`src/rtl/framer_pkg.sv`:
```
package framer_pkg;
  localparam int unsigned BEAT_BYTES = 32;
  localparam int unsigned BEAT_SHIFT = $clog2(BEAT_BYTES);
  localparam int unsigned DATA_W     = BEAT_BYTES * 8;
  localparam int unsigned KEEP_W     = BEAT_BYTES;

  typedef enum logic {
    SEQ_IDLE = 1'b0,
    SEQ_RUN  = 1'b1
  } seq_state_e;
endpackage

```
`src/rtl/framer_fifo.sv`:
```
module framer_fifo #(
  parameter int unsigned W     = 256,
  parameter int unsigned DEPTH = 16
) (
  input  logic         clk_i,
  input  logic         rst_ni,
  input  logic         push_i,
  input  logic         pop_i,
  input  logic [W-1:0] din_i,
  output logic [W-1:0] dout_o,
  output logic         empty_o,
  output logic         full_o
);
  localparam int unsigned AW = (DEPTH > 1) ? $clog2(DEPTH) : 1;

  logic [W-1:0] mem [DEPTH];
  logic [AW-1:0] wr_q, rd_q;
  logic [AW:0]   cnt_q;

  assign empty_o = (cnt_q == '0);
  assign full_o  = (cnt_q == (AW+1)'(DEPTH));
  assign dout_o  = mem[rd_q];

  always_ff @(posedge clk_i) begin
    if (push_i) mem[wr_q] <= din_i;
  end

  always_ff @(posedge clk_i or negedge rst_ni) begin
    if (!rst_ni) begin
      wr_q  <= '0;
      rd_q  <= '0;
      cnt_q <= '0;
    end else begin
      if (push_i) wr_q <= (wr_q == AW'(DEPTH-1)) ? '0 : wr_q + 1'b1;
      if (pop_i)  rd_q <= (rd_q == AW'(DEPTH-1)) ? '0 : rd_q + 1'b1;
      case ({push_i, pop_i})
        2'b10:   cnt_q <= cnt_q + 1'b1;
        2'b01:   cnt_q <= cnt_q - 1'b1;
        default: cnt_q <= cnt_q;
      endcase
    end
  end

  AST_FIFO_POP_EMPTY: assert property (@(posedge clk_i) disable iff (!rst_ni)
    pop_i |-> !empty_o);
  AST_FIFO_PUSH_FULL: assert property (@(posedge clk_i) disable iff (!rst_ni)
    push_i |-> !full_o);
endmodule

```
`src/rtl/framer_len.sv`:
```
module framer_len
  import framer_pkg::*;
#(
  parameter int unsigned LEN_W   = 20,
  parameter int unsigned BW      = 15,
  parameter int unsigned DEF_LEN = 1024
) (
  input  logic             clk_i,
  input  logic             rst_ni,
  input  logic             we_i,
  input  logic [LEN_W-1:0] bytes_i,
  output logic [BW-1:0]    beats_o,
  output logic             err_o
);
  logic bad_w;
  assign bad_w = (bytes_i == '0) || (bytes_i[BEAT_SHIFT-1:0] != '0);

  always_ff @(posedge clk_i or negedge rst_ni) begin
    if (!rst_ni) begin
      beats_o <= BW'(DEF_LEN >> BEAT_SHIFT);
      err_o   <= 1'b0;
    end else if (we_i) begin
      err_o <= bad_w;
      if (!bad_w) beats_o <= bytes_i[LEN_W-1:BEAT_SHIFT];
    end
  end

  AST_LEN_REJECT: assert property (@(posedge clk_i) disable iff (!rst_ni)
    we_i && (bytes_i[BEAT_SHIFT-1:0] != '0) |=> err_o && $stable(beats_o));
  AST_LEN_NONZERO: assert property (@(posedge clk_i) disable iff (!rst_ni)
    beats_o != '0);
endmodule

```
`src/rtl/framer_seq.sv`:
```
module framer_seq
  import framer_pkg::*;
#(
  parameter int unsigned BW = 15
) (
  input  logic          clk_i,
  input  logic          rst_ni,
  input  logic          tready_i,
  input  logic          pat_sel_i,
  input  logic          fifo_avail_i,
  input  logic [BW-1:0] beats_i,
  output logic          tvalid_o,
  output logic          tlast_o,
  output logic          pat_mode_o,
  output logic          accept_o
);
  seq_state_e    st_q;
  logic [BW-1:0] rem_q;
  logic          rdy_q, pat_q, rise_w;

  assign rise_w     = tready_i & ~rdy_q;
  assign tvalid_o   = (st_q == SEQ_RUN) & (pat_q | fifo_avail_i);
  assign tlast_o    = tvalid_o & (rem_q == BW'(1));
  assign accept_o   = tvalid_o & tready_i;
  assign pat_mode_o = pat_q;

  always_ff @(posedge clk_i or negedge rst_ni) begin
    if (!rst_ni) begin
      st_q  <= SEQ_IDLE;
      rem_q <= '0;
      rdy_q <= 1'b0;
      pat_q <= 1'b0;
    end else begin
      rdy_q <= tready_i;
      unique case (st_q)
        SEQ_IDLE: if (rise_w) begin
          st_q  <= SEQ_RUN;
          rem_q <= beats_i;   // count fixed for the whole transfer
          pat_q <= pat_sel_i;
        end
        SEQ_RUN: if (accept_o) begin
          if (rem_q == BW'(1)) st_q <= SEQ_IDLE;
          else                 rem_q <= rem_q - 1'b1;
        end
        default: st_q <= SEQ_IDLE;
      endcase
    end
  end

  AST_START_ON_RISE: assert property (@(posedge clk_i) disable iff (!rst_ni)
    $rose(st_q == SEQ_RUN) |-> $past(tready_i) && !$past(rdy_q));
  AST_QUIET_AFTER_LAST: assert property (@(posedge clk_i) disable iff (!rst_ni)
    tvalid_o && tready_i && tlast_o |=> !tvalid_o);
  AST_STALL_HOLD: assert property (@(posedge clk_i) disable iff (!rst_ni)
    tvalid_o && !tready_i |=> tvalid_o && $stable(tlast_o));
  AST_MODE_HELD: assert property (@(posedge clk_i) disable iff (!rst_ni)
    (st_q == SEQ_RUN) && $past(st_q == SEQ_RUN) |-> $stable(pat_q));
endmodule

```
`src/rtl/pkt_framer.sv`:
```
module pkt_framer
  import framer_pkg::*;
#(
  parameter int unsigned LEN_W      = 20,
  parameter int unsigned DEF_LEN    = 1024,
  parameter int unsigned FIFO_DEPTH = 16,
  parameter int unsigned PAT_W      = 32
) (
  input  logic              clk_i,
  input  logic              rst_ni,
  input  logic              smp_valid_i,
  input  logic [DATA_W-1:0] smp_data_i,
  input  logic              pat_sel_i,
  input  logic              len_we_i,
  input  logic [LEN_W-1:0]  len_bytes_i,
  output logic              len_err_o,
  input  logic              ovf_clr_i,
  output logic              ovf_o,
  output logic [DATA_W-1:0] m_tdata_o,
  output logic [KEEP_W-1:0] m_tkeep_o,
  output logic              m_tvalid_o,
  output logic              m_tlast_o,
  input  logic              m_tready_i
);
  localparam int unsigned BW = LEN_W - BEAT_SHIFT;

  logic [BW-1:0]     beats_w;
  logic [DATA_W-1:0] fifo_dout_w;
  logic              fifo_empty_w, fifo_full_w, push_w, pop_w;
  logic              accept_w, pat_mode_w;
  logic [PAT_W-1:0]  pat_cnt_q;

  framer_len #(.LEN_W(LEN_W), .BW(BW), .DEF_LEN(DEF_LEN)) u_len (
    .clk_i   (clk_i),
    .rst_ni  (rst_ni),
    .we_i    (len_we_i),
    .bytes_i (len_bytes_i),
    .beats_o (beats_w),
    .err_o   (len_err_o)
  );

  assign push_w = smp_valid_i & ~fifo_full_w;
  assign pop_w  = accept_w & ~pat_mode_w;

  framer_fifo #(.W(DATA_W), .DEPTH(FIFO_DEPTH)) u_fifo (
    .clk_i   (clk_i),
    .rst_ni  (rst_ni),
    .push_i  (push_w),
    .pop_i   (pop_w),
    .din_i   (smp_data_i),
    .dout_o  (fifo_dout_w),
    .empty_o (fifo_empty_w),
    .full_o  (fifo_full_w)
  );

  framer_seq #(.BW(BW)) u_seq (
    .clk_i        (clk_i),
    .rst_ni       (rst_ni),
    .tready_i     (m_tready_i),
    .pat_sel_i    (pat_sel_i),
    .fifo_avail_i (~fifo_empty_w),
    .beats_i      (beats_w),
    .tvalid_o     (m_tvalid_o),
    .tlast_o      (m_tlast_o),
    .pat_mode_o   (pat_mode_w),
    .accept_o     (accept_w)
  );

  always_ff @(posedge clk_i or negedge rst_ni) begin
    if (!rst_ni) begin
      pat_cnt_q <= '0;
      ovf_o     <= 1'b0;
    end else begin
      if (accept_w && pat_mode_w) pat_cnt_q <= pat_cnt_q + 1'b1;
      // a fresh loss beats a clear in the same cycle
      if (smp_valid_i && fifo_full_w) ovf_o <= 1'b1;
      else if (ovf_clr_i)             ovf_o <= 1'b0;
    end
  end

  assign m_tdata_o = pat_mode_w ? DATA_W'(pat_cnt_q) : fifo_dout_w;
  assign m_tkeep_o = '1;

  AST_TDATA_HOLD: assert property (@(posedge clk_i) disable iff (!rst_ni)
    m_tvalid_o && !m_tready_i |=> $stable(m_tdata_o));
  AST_OVF_STICKY: assert property (@(posedge clk_i) disable iff (!rst_ni)
    ovf_o && !ovf_clr_i |=> ovf_o);
  AST_OVF_SET: assert property (@(posedge clk_i) disable iff (!rst_ni)
    smp_valid_i && fifo_full_w |=> ovf_o);
  AST_KEEP_FULL: assert property (@(posedge clk_i) disable iff (!rst_ni)
    m_tvalid_o |-> m_tkeep_o == '1);
endmodule

```
`config.mk`:
```
export PLATFORM = sky130hd
export DESIGN_NAME = pkt_framer
export DESIGN_NICKNAME = d
export VERILOG_FILES = /design/src/rtl/framer_pkg.sv /design/src/rtl/framer_fifo.sv /design/src/rtl/framer_len.sv /design/src/rtl/framer_seq.sv /design/src/rtl/pkt_framer.sv
export SDC_FILE = /design/constraint.sdc
export NUM_CORES = 2
export LEC_CHECK = 0
export ABC_CLOCK_PERIOD_IN_PS = 24300
export BUFFER_PORTS_ARGS = -buffer_cell sky130_fd_sc_hd__buf_2
export CAP_MARGIN = 15
export CORE_MARGIN = 1
export CORE_UTILIZATION = 61
export DETAILED_ROUTE_END_ITERATION = 8
export PLACE_DENSITY = 0.91
export SLEW_MARGIN = 20
export SYNTH_ARGS = -nofsm -noshare
export SYNTH_HDL_FRONTEND = slang
export SYNTH_HIERARCHICAL = 1
export SYNTH_SLANG_ARGS = --single-unit
export TNS_END_PERCENT = 1
```
`constraint.sdc`:
```
create_clock -name clk_i -period 24.3 [get_ports clk_i]
set_input_delay 2.43 -clock clk_i [delete_from_list [all_inputs] [get_ports clk_i]]
set_output_delay 2.43 -clock clk_i [all_outputs]
set_load 0.02 [all_outputs]
```
==> out/results.tsv <==
stage	metric	value	unit
status	outcome	complete, no violations	
timing	hold_ws	498	ps
synth	synth_edf_count	4096	
floorplan	die_h	512	µm
drt	antenna_left	0	
hold_path	hold_class	flip-flop to flip-flop	
timing	fin_crit	9100	ps
cts	clockRootBuffer	clkbuf_16	
critical_path	cp-end-kind	output port	
critical_path	cp_cell_sequence	buf_4 -> buf_4 -> buf_4 -> buf_4 -> mux4_2 -> o22ai_1 -> nor2_1 -> nor2b_1 -> buf_2	
drt	vias	83900	
timing	worst_slew_pin_slew	1470	ps
cts	path_clk_slew	60	ps
floorplan	die_area	262000	µm²
floorplan	num_rows	186	
cts	cts_setup_buffers	0	
pwr	p_sw	7.46	mW
job	max_cap_viol_count	0	
critical_path	worstPathArrival	6670	ps
place	io_buffers	542	
drt	dr.pass1.iters	8	
drt	drcViolationCount	0	
global_routing	grt_max_degree	143	
final_layout	syn2layout_area_growth	12.5	%
critical_path	critical_path.top_delay_family	buffers and inverters	
synth	synthFlopType	edfxtp_1	
critical_path	crit_top_cell	buf_4	
pwr	ir_worst_vdd	0.000173	V
timing	timing.final.ws_setup	15200	ps
final_layout	drive_above_1_share	0.295	
pwr	swShare	0.335	
drt	drtIter0Drc	14600	
final_layout	fin_nets	7957	
pwr	p_int	14.8	mW
pwr	p_comb_frac	0.311	
cts	htreeDepth	5	
timing	fin_skew	69.0	ps
place	dp_hpwl	213000	µm
pwr	seq_power_share	0.402	
timing	fmax	0.110	GHz
timing	maxSlewHeadroom	0.0178	
cts	hold_buffers	0	
critical_path	worst-path-buf-inv	5	
global_routing	grt_pass1_vias	86700	
synth	synth.avg_cell_area	22.7	µm²
synth	yosysSeqAreaShare	0.789	
critical_path	crit_fanout	49	
synth	ys_async_sr_fraction	0.0192	
final_layout	fin_util	0.692	
timing	finalCritPeriodShare	0.374	
place	place_ws	16020	ps
cts	insertion_delay	970	ps
global_routing	grt_util_all_layers	0.350	
synth	yosys.cell_types.count	68	
global_routing	antenna_found_initial	110	
timing	rsz0062_at_grt	no	
floorplan	initial_core_util	0.615	
cts	clockBufferDepth	4	
drt	vias_per_cell	7.33	
timing	maxSlewViolCount	0	
pwr	p_per_area	125	nW/µm²
synth	synthTopCellsByCount	4096 x edfxtp_1, 1024 x mux4_2, 518 x o22ai_1	
floorplan	core_area	258000	µm²
cts	cts_tree	done	
timing	finalSetupViolCount	0	
place	placedCellCount	10600	
drt	drt-total-wl	458000	µm
synth	synth_area_leader_cell	edfxtp_1	
cts	cts_made_buffers	394	
floorplan	die_x	512	µm
timing	setup_tns	0	ps
timing	finalHoldViolCount	0	
cts	cts.sinks	4176	
pwr	total_power	22.3	mW
synth	ys_warn_count	6	
place	gp_congestion	0.825	
synth	ys_ff_latch	4176	
global_routing	grt_pass1_wl	642000	µm
critical_path	crit_type	flip-flop to output port	
cts	cts_resized	0	
pwr	p_leak	56.7	nW
synth	synthTopCellsByArea	edfxtp_1 78%, mux4_2 15%, o22ai_1 2.0%	
synth	syn_area	158000	µm²
final_layout	stdcell_count	11500	
synth	synth.most_common_cell	edfxtp_1	
final_layout	design_area	178000	µm²
final_layout	nFillCells	13800	
drt	wire_per_inst	40.0	µm
place	place_area	165000	µm²
critical_path	required	21870	ps
synth	syn_inst	6972	
critical_path	slowest_stage	dfrtp_4	
floorplan	io_pins	575	
pwr	clkPwrFrac	0.287	
synth	netlist.area_leader.share	0.776	
global_routing	grt.overflow.total	0	
critical_path	worst_setup_path_start_kind	flip-flop	
critical_path	cpPeakStageDelay	940	ps
metal layers:
layer  vias to the layer above  track usage  routed length (µm)
li1                      30900            -                   -
met1                     42700        0.431              141000
met2                      8410        0.559              223000
met3                      1865       0.0815               59300
met4                        78        0.235               33400
met5                         -            0                 481
worst reg2reg max path, stage by stage, from the launching register on:
cell     delay, ps
dfrtp_1        540
nor2_1         100
and3_1         220
nor2b_1        580
nand2_1        440
nor2_4         960
buf_4          960
buf_4          870
buf_4          840
layout make-up:
| type | instances | area [µm²] | area share |
|---|---|---|---|
| sequential | 4176 | 125000 | 0.702 |
| multi-input combinational | 2392 | 31400 | 0.176 |
| clock buffer | 481 | 10200 | 0.0575 |
| tap | 3384 | 4230 | 0.0238 |
| timing repair buffer | 681 | 4060 | 0.0228 |
| clock inverter | 247 | 2960 | 0.0166 |
| antenna | 73 | 183 | 0.00103 |
| inverter | 17 | 63.8 | 0.000358 |
flip-flops by register name (all words and copies together), names as in the netlist:
name              flops
ovf_o                 1
pat_cnt_q            32
u_fifo/cnt_q          5
u_fifo/mem         4096
u_fifo/rd_q           4
u_fifo/wr_q           4
u_len/beats_o        15
u_len/err_o           1
u_seq/pat_mode_o      1
u_seq/rdy_q           1
u_seq/rem_q          15
u_seq/st_q            1
worst paths after layout:
kind / slack, ps / startpoint / depth (start not counted) / to
min in group asynchronous: 1450 / rst_ni / 1 / u_seq/st_q
min: 500 / u_len/err_o / 1 / u_len/err_o
max reg2reg: 18350 / u_fifo/cnt_q[1] / 8 / u_fifo/mem[15][47]
max in group asynchronous: 21640 / rst_ni / 2 / u_fifo/rd_q[0]
max: 15200 / u_fifo/rd_q[0] / 9 / m_tdata_o[56]
min reg2reg: 500 / u_len/err_o / 1 / u_len/err_o
power groups by stage:
stage	registers (mW)	clock network [mW]	logic [mW]
3_3_place_gp	8.95	0	6.34
3_5_place_dp	9.04	0	6.55
4_1_cts	8.94	6.41	6.82
5_1_grt	8.97	6.65	7.10
2_1_floorplan	9.16	0	4.52
6_report	8.95	6.39	6.92
cell usage in the layout, fill, tap and decap left out, drive strengths merged, types with 12 or more instances in the layout:
cell type / instances
xnor2: 23
clkbuf: 481
inv: 29
nand2: 45
ha: 12
buf: 681
conb: 32
diode: 73
nand4: 12
clkinv: 167
clkinvlp: 17
dfrtp: 79
o21ai: 19
mux2: 50
edfxtp: 4096
nor4: 17
xor2: 16
mux4: 1024
nand3: 19
nor2: 292
o22ai: 518
nor2b: 226
bufinv: 51
nor3: 15
cell families after synthesis:
group           share of synthesized area
mux                                 0.150
other cells                     0.0000237
simple gates                       0.0214
fa+ha+maj                        0.000948
compound gates                     0.0228
flops                               0.789
buf+inv                            0.0143
xor+xnor                          0.00216
Note: power is estimated with default switching activity, not from simulation.
